===== src/rtl/piso_gated.sv =====
module piso_gated #(
  parameter int WIDTH = 8
) (
  input  logic             clk,
  input  logic             rst_n,
  input  logic             load_n,
  input  logic             sclk_a,
  input  logic             sclk_b,
  input  logic             ser_in,
  input  logic [WIDTH-1:0] par_in,
  output logic [WIDTH-1:0] stage_q,
  output logic             ser_out,
  output logic             ser_out_n
);

  logic [1:0]       ld_sy, ca_sy, cb_sy, si_sy;
  logic [WIDTH-1:0] par_m, par_s;
  logic             ca_p, cb_p;
  logic [WIDTH-1:0] stage;

  wire ld = ld_sy[1];
  wire ca = ca_sy[1];
  wire cb = cb_sy[1];
  wire si = si_sy[1];

  // one pin rises while the other stays low
  wire edge_a = ca & ~ca_p & ~cb & ~cb_p;
  wire edge_b = cb & ~cb_p & ~ca & ~ca_p;
  wire shift  = ld & (edge_a | edge_b);

  always_ff @(posedge clk or negedge rst_n) begin
    if (!rst_n) begin
      ld_sy <= 2'b11;
      ca_sy <= 2'b11;
      cb_sy <= 2'b11;
      si_sy <= 2'b00;
      par_m <= '0;
      par_s <= '0;
      ca_p  <= 1'b1;
      cb_p  <= 1'b1;
      stage <= '0;
    end else begin
      ld_sy <= {ld_sy[0], load_n};
      ca_sy <= {ca_sy[0], sclk_a};
      cb_sy <= {cb_sy[0], sclk_b};
      si_sy <= {si_sy[0], ser_in};
      par_m <= par_in;
      par_s <= par_m;
      ca_p  <= ca;
      cb_p  <= cb;
      if (!ld)
        stage <= par_s;
      else if (shift)
        stage <= {stage[WIDTH-2:0], si};
    end
  end

  assign stage_q   = stage;
  assign ser_out   = stage[WIDTH-1];
  assign ser_out_n = ~stage[WIDTH-1];

  a_r2_load_copies: assert property (@(posedge clk) disable iff (!rst_n)
    !ld |=> stage == $past(par_s));

  a_r4_one_step: assert property (@(posedge clk) disable iff (!rst_n)
    shift |=> stage == {$past(stage[WIDTH-2:0]), $past(si)});

  a_r5_a_inhibits: assert property (@(posedge clk) disable iff (!rst_n)
    (ld && ca && ca_p) |=> $stable(stage));

  a_r5_b_inhibits: assert property (@(posedge clk) disable iff (!rst_n)
    (ld && cb && cb_p) |=> $stable(stage));

  a_r6_idle_hold: assert property (@(posedge clk) disable iff (!rst_n)
    (ld && !ca && !ca_p && !cb && !cb_p) |=> $stable(stage));

  a_r8_complement: assert property (@(posedge clk) disable iff (!rst_n)
    ser_out_n != ser_out);

endmodule


===== config.mk =====
export PLATFORM = sky130hd
export DESIGN_NAME = piso_gated
export DESIGN_NICKNAME = d
export VERILOG_FILES = /design/src/rtl/piso_gated.sv
export SDC_FILE = /design/constraint.sdc
export NUM_CORES = 1
export LEC_CHECK = 0
export ABC_CLOCK_PERIOD_IN_PS = 3850
export BUFFER_PORTS_ARGS = -buffer_cell sky130_fd_sc_hd__buf_2
export CAP_MARGIN = 20
export CORE_MARGIN = 4
export CORE_UTILIZATION = 25
export CTS_CLUSTER_DIAMETER = 120
export DETAILED_ROUTE_END_ITERATION = 7
export GPL_ROUTABILITY_DRIVEN = 1
export SLEW_MARGIN = 0
export SYNTH_ARGS = -nofsm -noshare
export SYNTH_HDL_FRONTEND = slang
export SYNTH_SLANG_ARGS = --single-unit

===== constraint.sdc =====
create_clock -name clk -period 3.85 [get_ports clk]
set_input_delay 0.5775 -clock clk [delete_from_list [all_inputs] [get_ports clk]]
set_output_delay 0.5775 -clock clk [all_outputs]
set_load 0.1 [all_outputs]

; Yosys cells after proc, flatten, opt, wreduce, memory -nomap -nowiden
; Cells that the tools add are included.
; W data, S select, Z words.
[classes]
n_eq_ne = 1
muxes = 2
n_bitwise = 13
[ops]
columns = cell, count
row1 = $mux W8, 2
row2 = $and A1 B1 Y1, 7
row3 = $not A1 Y1, 5
row4 = $ne A2 B1 Y1 const B, 1
row5 = $or A1 B1 Y1, 1
[totals]
register_bits = 34
out_inout_bits = 10

; Longest topological paths before layout
; Gate-level depths: netlist of the first run.
[logic_depth]
ltp_word = 8
ltp_mapped = 4

; Least setup slack after synthesis of the first run
; No wires, ideal clock.
[synth_path]
path_type = reg-to-reg
from = register stage_q[7] (netlist name)
to = register stage[7], in the netlist stage_q[7]
setup_ps = 82
t_arrival_ps = 2098
t_required_ps = 3768
path_slack_ps = 1670
path_stages_with_launch = 4
cell_sequence = dfrtp_1 > inv_1 > a21o_2 > a31oi_1
[synth_lines]
columns = element, line
row1 = end signal: assignment, 52  ; stage <= par_s;
row2 = end signal: assignment, 54  ; stage <= {stage[WIDTH-2:0], si};
row3 = end: declaration, 19  ; logic [WIDTH-1:0] stage;

; Worst setup path after layout of the first run
[layout_path]
from = register stage[7], in the netlist stage_q[7]
to = output ser_out_n
[layout_via]
elab_chain_cells = 1
[layout_rtl]
columns = element, line
row1 = $not A1 Y1, 60  ; assign ser_out_n = ~stage[WIDTH-1];
row2 = end: declaration, 13  ; output logic ser_out_n
; No other way between the ends.

==> run metrics, run 1 <==
Avg WL per Cell about 11 um; synthesis-to-finish area growth 22.3%; Ys Warns 0; Worst Setup Start Kind register; Tot GR Track Use 0.0737; wirelength, routed roughly 1600 um; maximum root-to-sink buffer count 2; count leader, synth dfrtp_1; IO buf count 23; Worst Path Required around 3.3 ns; worst reg2reg path depth 3; CP Capture Type primary output; Leakage Power just over 0.6 nW; Yosys cell types 14; Die W 75.0 um; setup bufs post-CTS 0; Core Area roughly 0.0044 mm^2; routability cong. 0.624; Die Y around 75 um; Final Instance Area ~0.0014 mm^2; CTS resizes 0; syn avg cell area ~15 um^2; Placed Area about 0.0013 mm^2; initial core utilization 0.258; detailed placement HPWL 1140 um; ranking of synthesized cells by area dfrtp_1 (58%), dfstp_2 (19%), a21bo_2 (6.2%), a31oi_1 (4.5%), nand3_1 (3.6%); final hold vios 0; I/O pin total 24; Post-CTS Hold Buffers 0; fin. max-slew vios 0; minimum clock period about 1.7 ns; share of post-route cells with drive strength above 1 0.480; outcome complete, no violations; most common library cells after synthesis dfrtp_1 (26), nor2_1 (9), a31oi_1 (8), dfstp_2 (8), nand3_1 (8); cell taking the most area after synthesis dfrtp_1; internal reg-to-reg setup slack ~2.3 ns; Syn Nets 88; drt first pass iters 4; crit path kind reg2out; Post-synth EDFFs 0; worst slew pin tran 0.905 ns; htree depth 2; Crit Reg-Reg Startpoint ca_p$_DFF_PN1_; setup TNS 0 ns; clock sink total 34; vias 608; relative slew slack 0.395; RSZ-0062 raised after global routing no; DRC Markers 0; pwr dens 604 mW/mm^2; HP Class in2async; VDD IR max approximately 0.28 mV; Worst-path clk slew 0.06 ns; CTS buffer count 5; root buf cell clkbuf_8; highest clock rate around 570 MHz; worst-path maximum fanout 3; n_diodes 0; Seq/Total Area, Yosys 0.766; ys async rst share 1.00; CTS tree done; Core Util, Final 0.316; Setup Skew around 0.0067 ns; Worst EP arrival about 1.2 ns; Yosys top cell area share 0.579; antenna violations before repair 0; Final setup viols 0; NumNets Final approximately 110; row cnt 24; DRT iter0 DRCs 19; Synth Cell Area between 0.001 and 0.0015 mm^2; post-synthesis register bit count 34; GRT overflow 0; top_reg_cell synth dfrtp_1; R2R Path End stage_q[6]$_DFFE_PN0P_; Worst-Skew Late Latency 0.28 ns; Synth Instances 74; Max-cap violations 0; hold_ws 0.340 ns; first-pass GRT wire length between 2000 and 3000 um; Routed Antenna Nets 0; final worst-path cycle share 0.452; die area around 0.0056 mm^2; via/cell ratio 4.00; vias in the first global route between 600 and 700; largest net degree at the start of global routing 35
==> kinds of logic after synthesis <==
kind of cell    synth area share
buf+inv                   0.0390
simple gates              0.0657
flops                      0.766
compound gates             0.115
xor+xnor                  0.0145
==> placed cells by master (no fill, tap or decap) <==
| cell | n |
|---|---|
| dfrtp_1 | 26 |
| buf_2 | 23 |
| nor2_1 | 9 |
| nand3_1 | 8 |
| a31oi_1 | 8 |
| dfstp_2 | 8 |
| clkbuf_8 | 8 |
| a21bo_2 | 7 |
| inv_1 | 1 |
| xor2_2 | 1 |
| a21o_2 | 1 |
==> sequential cells by signal (all words and copies together) (netlist names) <==
| name | cells |
|---|---|
| ca_p | 1 |
| ca_sy | 2 |
| cb_p | 1 |
| cb_sy | 2 |
| ld_sy | 2 |
| par_m | 8 |
| par_s | 8 |
| si_sy | 2 |
| stage_q | 8 |
==> how the worst max path moves through the flow <==
stage,start,to,cells after the start
6_report,stage_q[7]$_DFFE_PN0P_,ser_out_n,2
5_1_grt,stage_q[7]$_DFFE_PN0P_,ser_out_n,2
4_1_cts,stage_q[7]$_DFFE_PN0P_,ser_out_n,2
3_5_place_dp,ca_p$_DFF_PN1_,stage_q[6]$_DFFE_PN0P_,3
3_3_place_gp,stage_q[7]$_DFFE_PN0P_,ser_out_n,2
2_1_floorplan,stage_q[7]$_DFFE_PN0P_,stage_q[7]$_DFFE_PN0P_,3
==> power breakdown <==
group          switching [mW]  internal [mW]  total (mW)
sequential             0.0122          0.384       0.396
combinational           0.110         0.0287       0.139
clock                   0.114          0.180       0.294
==> stage by stage <==
| step | power (mW) | std cells | setup slack [ns] |
|---|---|---|---|
| global route | 0.873 | 152 | 2.05 |
| CTS | 0.843 | 152 | 2.08 |
| finish | 0.829 | 152 | 2.11 |
| global placement | 0.541 | 144 | 2.39 |
| floorplan | 0.517 | 74 | 1.67 |
| detailed placement | 0.543 | 144 | 2.34 |
==> worst max-delay path, cell delays in order (launching register included) <==
cell and delay, ns:
dfrtp_1 0.39, inv_1 0.08, buf_2 0.42
==> area by class of cell <==
cell class | instances | area (um^2)
fill | 425 | 2980
sequential | 34 | 861
multi-input combinational | 34 | 219
timing repair buffer | 23 | 115
clock buffer | 8 | 110
tap | 52 | 65.1
inverter | 1 | 3.75
==> metal layers <==
metal	global-route usage	routed length, um	vias up
li1	-	-	299
met1	0.0778	691	281
met2	0.109	732	24
met3	0.0347	129	4
met4	0.0652	50	0
met5	0	0	-
Power figures use the tool's default switching activity.
==> run 2, diff against run 1 <==
--- a/config.mk
+++ b/config.mk
@@ -5,7 +5,7 @@
 export SDC_FILE = /design/constraint.sdc
 export NUM_CORES = 1
 export LEC_CHECK = 0
-export ABC_CLOCK_PERIOD_IN_PS = 3850
+export ABC_CLOCK_PERIOD_IN_PS = 1400
 export BUFFER_PORTS_ARGS = -buffer_cell sky130_fd_sc_hd__buf_2
 export CAP_MARGIN = 20
 export CORE_MARGIN = 4
==> constraint.sdc (replaced) <==
create_clock -name clk -period 1.4 [get_ports clk]
set_input_delay 0.21 -clock clk [delete_from_list [all_inputs] [get_ports clk]]
set_output_delay 0.21 -clock clk [all_outputs]
set_load 0.1 [all_outputs]
==> run metrics, run 2 (synthesis results as in run 1) <==
outcome complete, no violations; die area 0.00563 mm^2; initial core utilization 0.258; Finished Layout Cells 155; CP Capture Type primary output; setup TNS 0 ns; cell type group with the largest total delay on the critical path buffers and inverters; Routed Antenna Nets 0; pwr dens ~1500 mW/mm^2; commonest non-fill, non-tap cell in the layout buf_2; Final setup viols 0; placed cell count ~150; vias in the first global route between 600 and 700; worst-path maximum fanout 3; final worst-path cycle share 0.955; CP max stage cell buf_2; first-pass GRT wire length between 3000 and 4000 um; row cnt 24; setup bufs post-CTS 0; Avg WL per Cell approximately 11 um; CP bufs+invs 1; drt first pass iters 4; via/cell ratio approximately 4.0; RSZ-0062 raised after global routing no; I/O pin total 24; Worst-Skew Late Latency 0.27 ns; synthesis-to-finish area growth 28.5%; minimum clock period between 1 and 1.5 ns; Tot GR Track Use 0.0768; Worst EP arrival between 1 and 1.5 ns; largest net degree at the start of global routing 35; vias between 600 and 700; DRT iter0 DRCs 29; antenna violations before repair 0; Core Area between 0.004 and 0.005 mm^2; NumNets Final 116; GRT overflow 0; fillers roughly 420; Max-cap violations 0; share of post-route cells with drive strength above 1 0.573; most frequent cells in the layout buf_2 (22), dfrtp_1 (18); relative slew slack 0.674; routability cong. roughly 0.73; n_diodes 0; CTS buffer count 5; CTS tree done; HP Class in2reg; Setup Skew 0.00271 ns; htree depth 2; Die Y 75.0 um; Worst Path Required 1.19 ns; final hold vios 0; Critical Path Max Stage Delay about 0.43 ns; DRC Markers 0; root buf cell clkbuf_8; crit path kind reg2out; Leakage Power 0.624 nW; maximum root-to-sink buffer count 2; wirelength, routed roughly 1700 um; Worst-path clk slew about 0.060 ns; VDD IR max 0.611 mV; IO buf count 23; Cell Chain, Critical Path buf_2; worst slew pin tran slightly below 0.5 ns; clock sink total 34; fin. max-slew vios 0; highest clock rate between 700 and 800 MHz; hold_ws 0.0297 ns; Die W 75.0 um; Worst Setup Start Kind register
run 2: changes by cell type in the layout (fill, tap and decap cells not counted), moves of 2 or more:
cell / delta
buf_12: +3
clkbuf_8: -2
dfrtp_1: -8
dfrtp_2: +7
run 2: routing by layer:
layer | up-vias | GRT usage | share of wire
li1 | 307 | - | -
met3 | 4 | 0.0374 | 0.058
met4 | 0 | 0.0593 | 0.033
met1 | 289 | 0.0877 | 0.43
met5 | - | 0 | 0
met2 | 18 | 0.109 | 0.48
run 2: what timing repair did:
action / CTS / global route
pin swaps: 0 / 0
endpoints found under the setup margin: 8 / 2
gates resized for setup: 1 / 1
hold endpoints to repair: 26 / 0
hold buffers: 1 / 0
run 2: area by class of cell:
class / instances / area, um^2 / area share
Sequential cell: 34 / 873 / 0.605
Multi-Input combinational cell: 34 / 226 / 0.157
Timing Repair Buffer: 26 / 180 / 0.125
Clock buffer: 7 / 86.3 / 0.0598
Tap cell: 52 / 65.1 / 0.0451
Inverter: 1 / 7.51 / 0.00520
Clock inverter: 1 / 5.00 / 0.00347
run 2: power breakdown:
part           total (mW)  switching (mW)  internal [mW]  leakage [nW]
registers            1.10          0.0374           1.06         0.377
clock network       0.697           0.302          0.395        0.0482
logic               0.421           0.312          0.109         0.198
run 2: stage by stage:
stage / total power [mW] / setup slack (ns) / utilization / instance area [um^2]
after detailed placement: 1.54 / -0.139 / 0.307 / 1340
after global routing: 2.34 / 0.0218 / 0.332 / 1440
after floorplan: 1.43 / -0.290 / - / 1140
final: 2.22 / 0.0623 / 0.332 / 1440
after global placement: 1.53 / -0.0346 / 0.307 / 1340
after CTS: 2.25 / 0.0431 / 0.330 / 1440
run 2: path summary, 6_finish.rpt:
kind / depth (start not counted) / start / slack, ns / to
min in group asynchronous: 3 / rst_n / 0.42 / si_sy[0]$_DFF_PN0_
worst min register to register: 0 / par_m[6]$_DFF_PN0_ / 0.35 / par_s[6]$_DFF_PN0_
worst max register to register: 4 / cb_sy[1]$_DFF_PN1_ / 0.14 / stage_q[5]$_DFFE_PN0P_
max in group asynchronous: 3 / rst_n / 0.74 / ca_p$_DFF_PN1_
worst min-delay path: 1 / sclk_b / 0.03 / cb_sy[0]$_DFF_PN1_
worst max-delay path: 1 / stage_q[7]$_DFFE_PN0P_ / 0.06 / ser_out
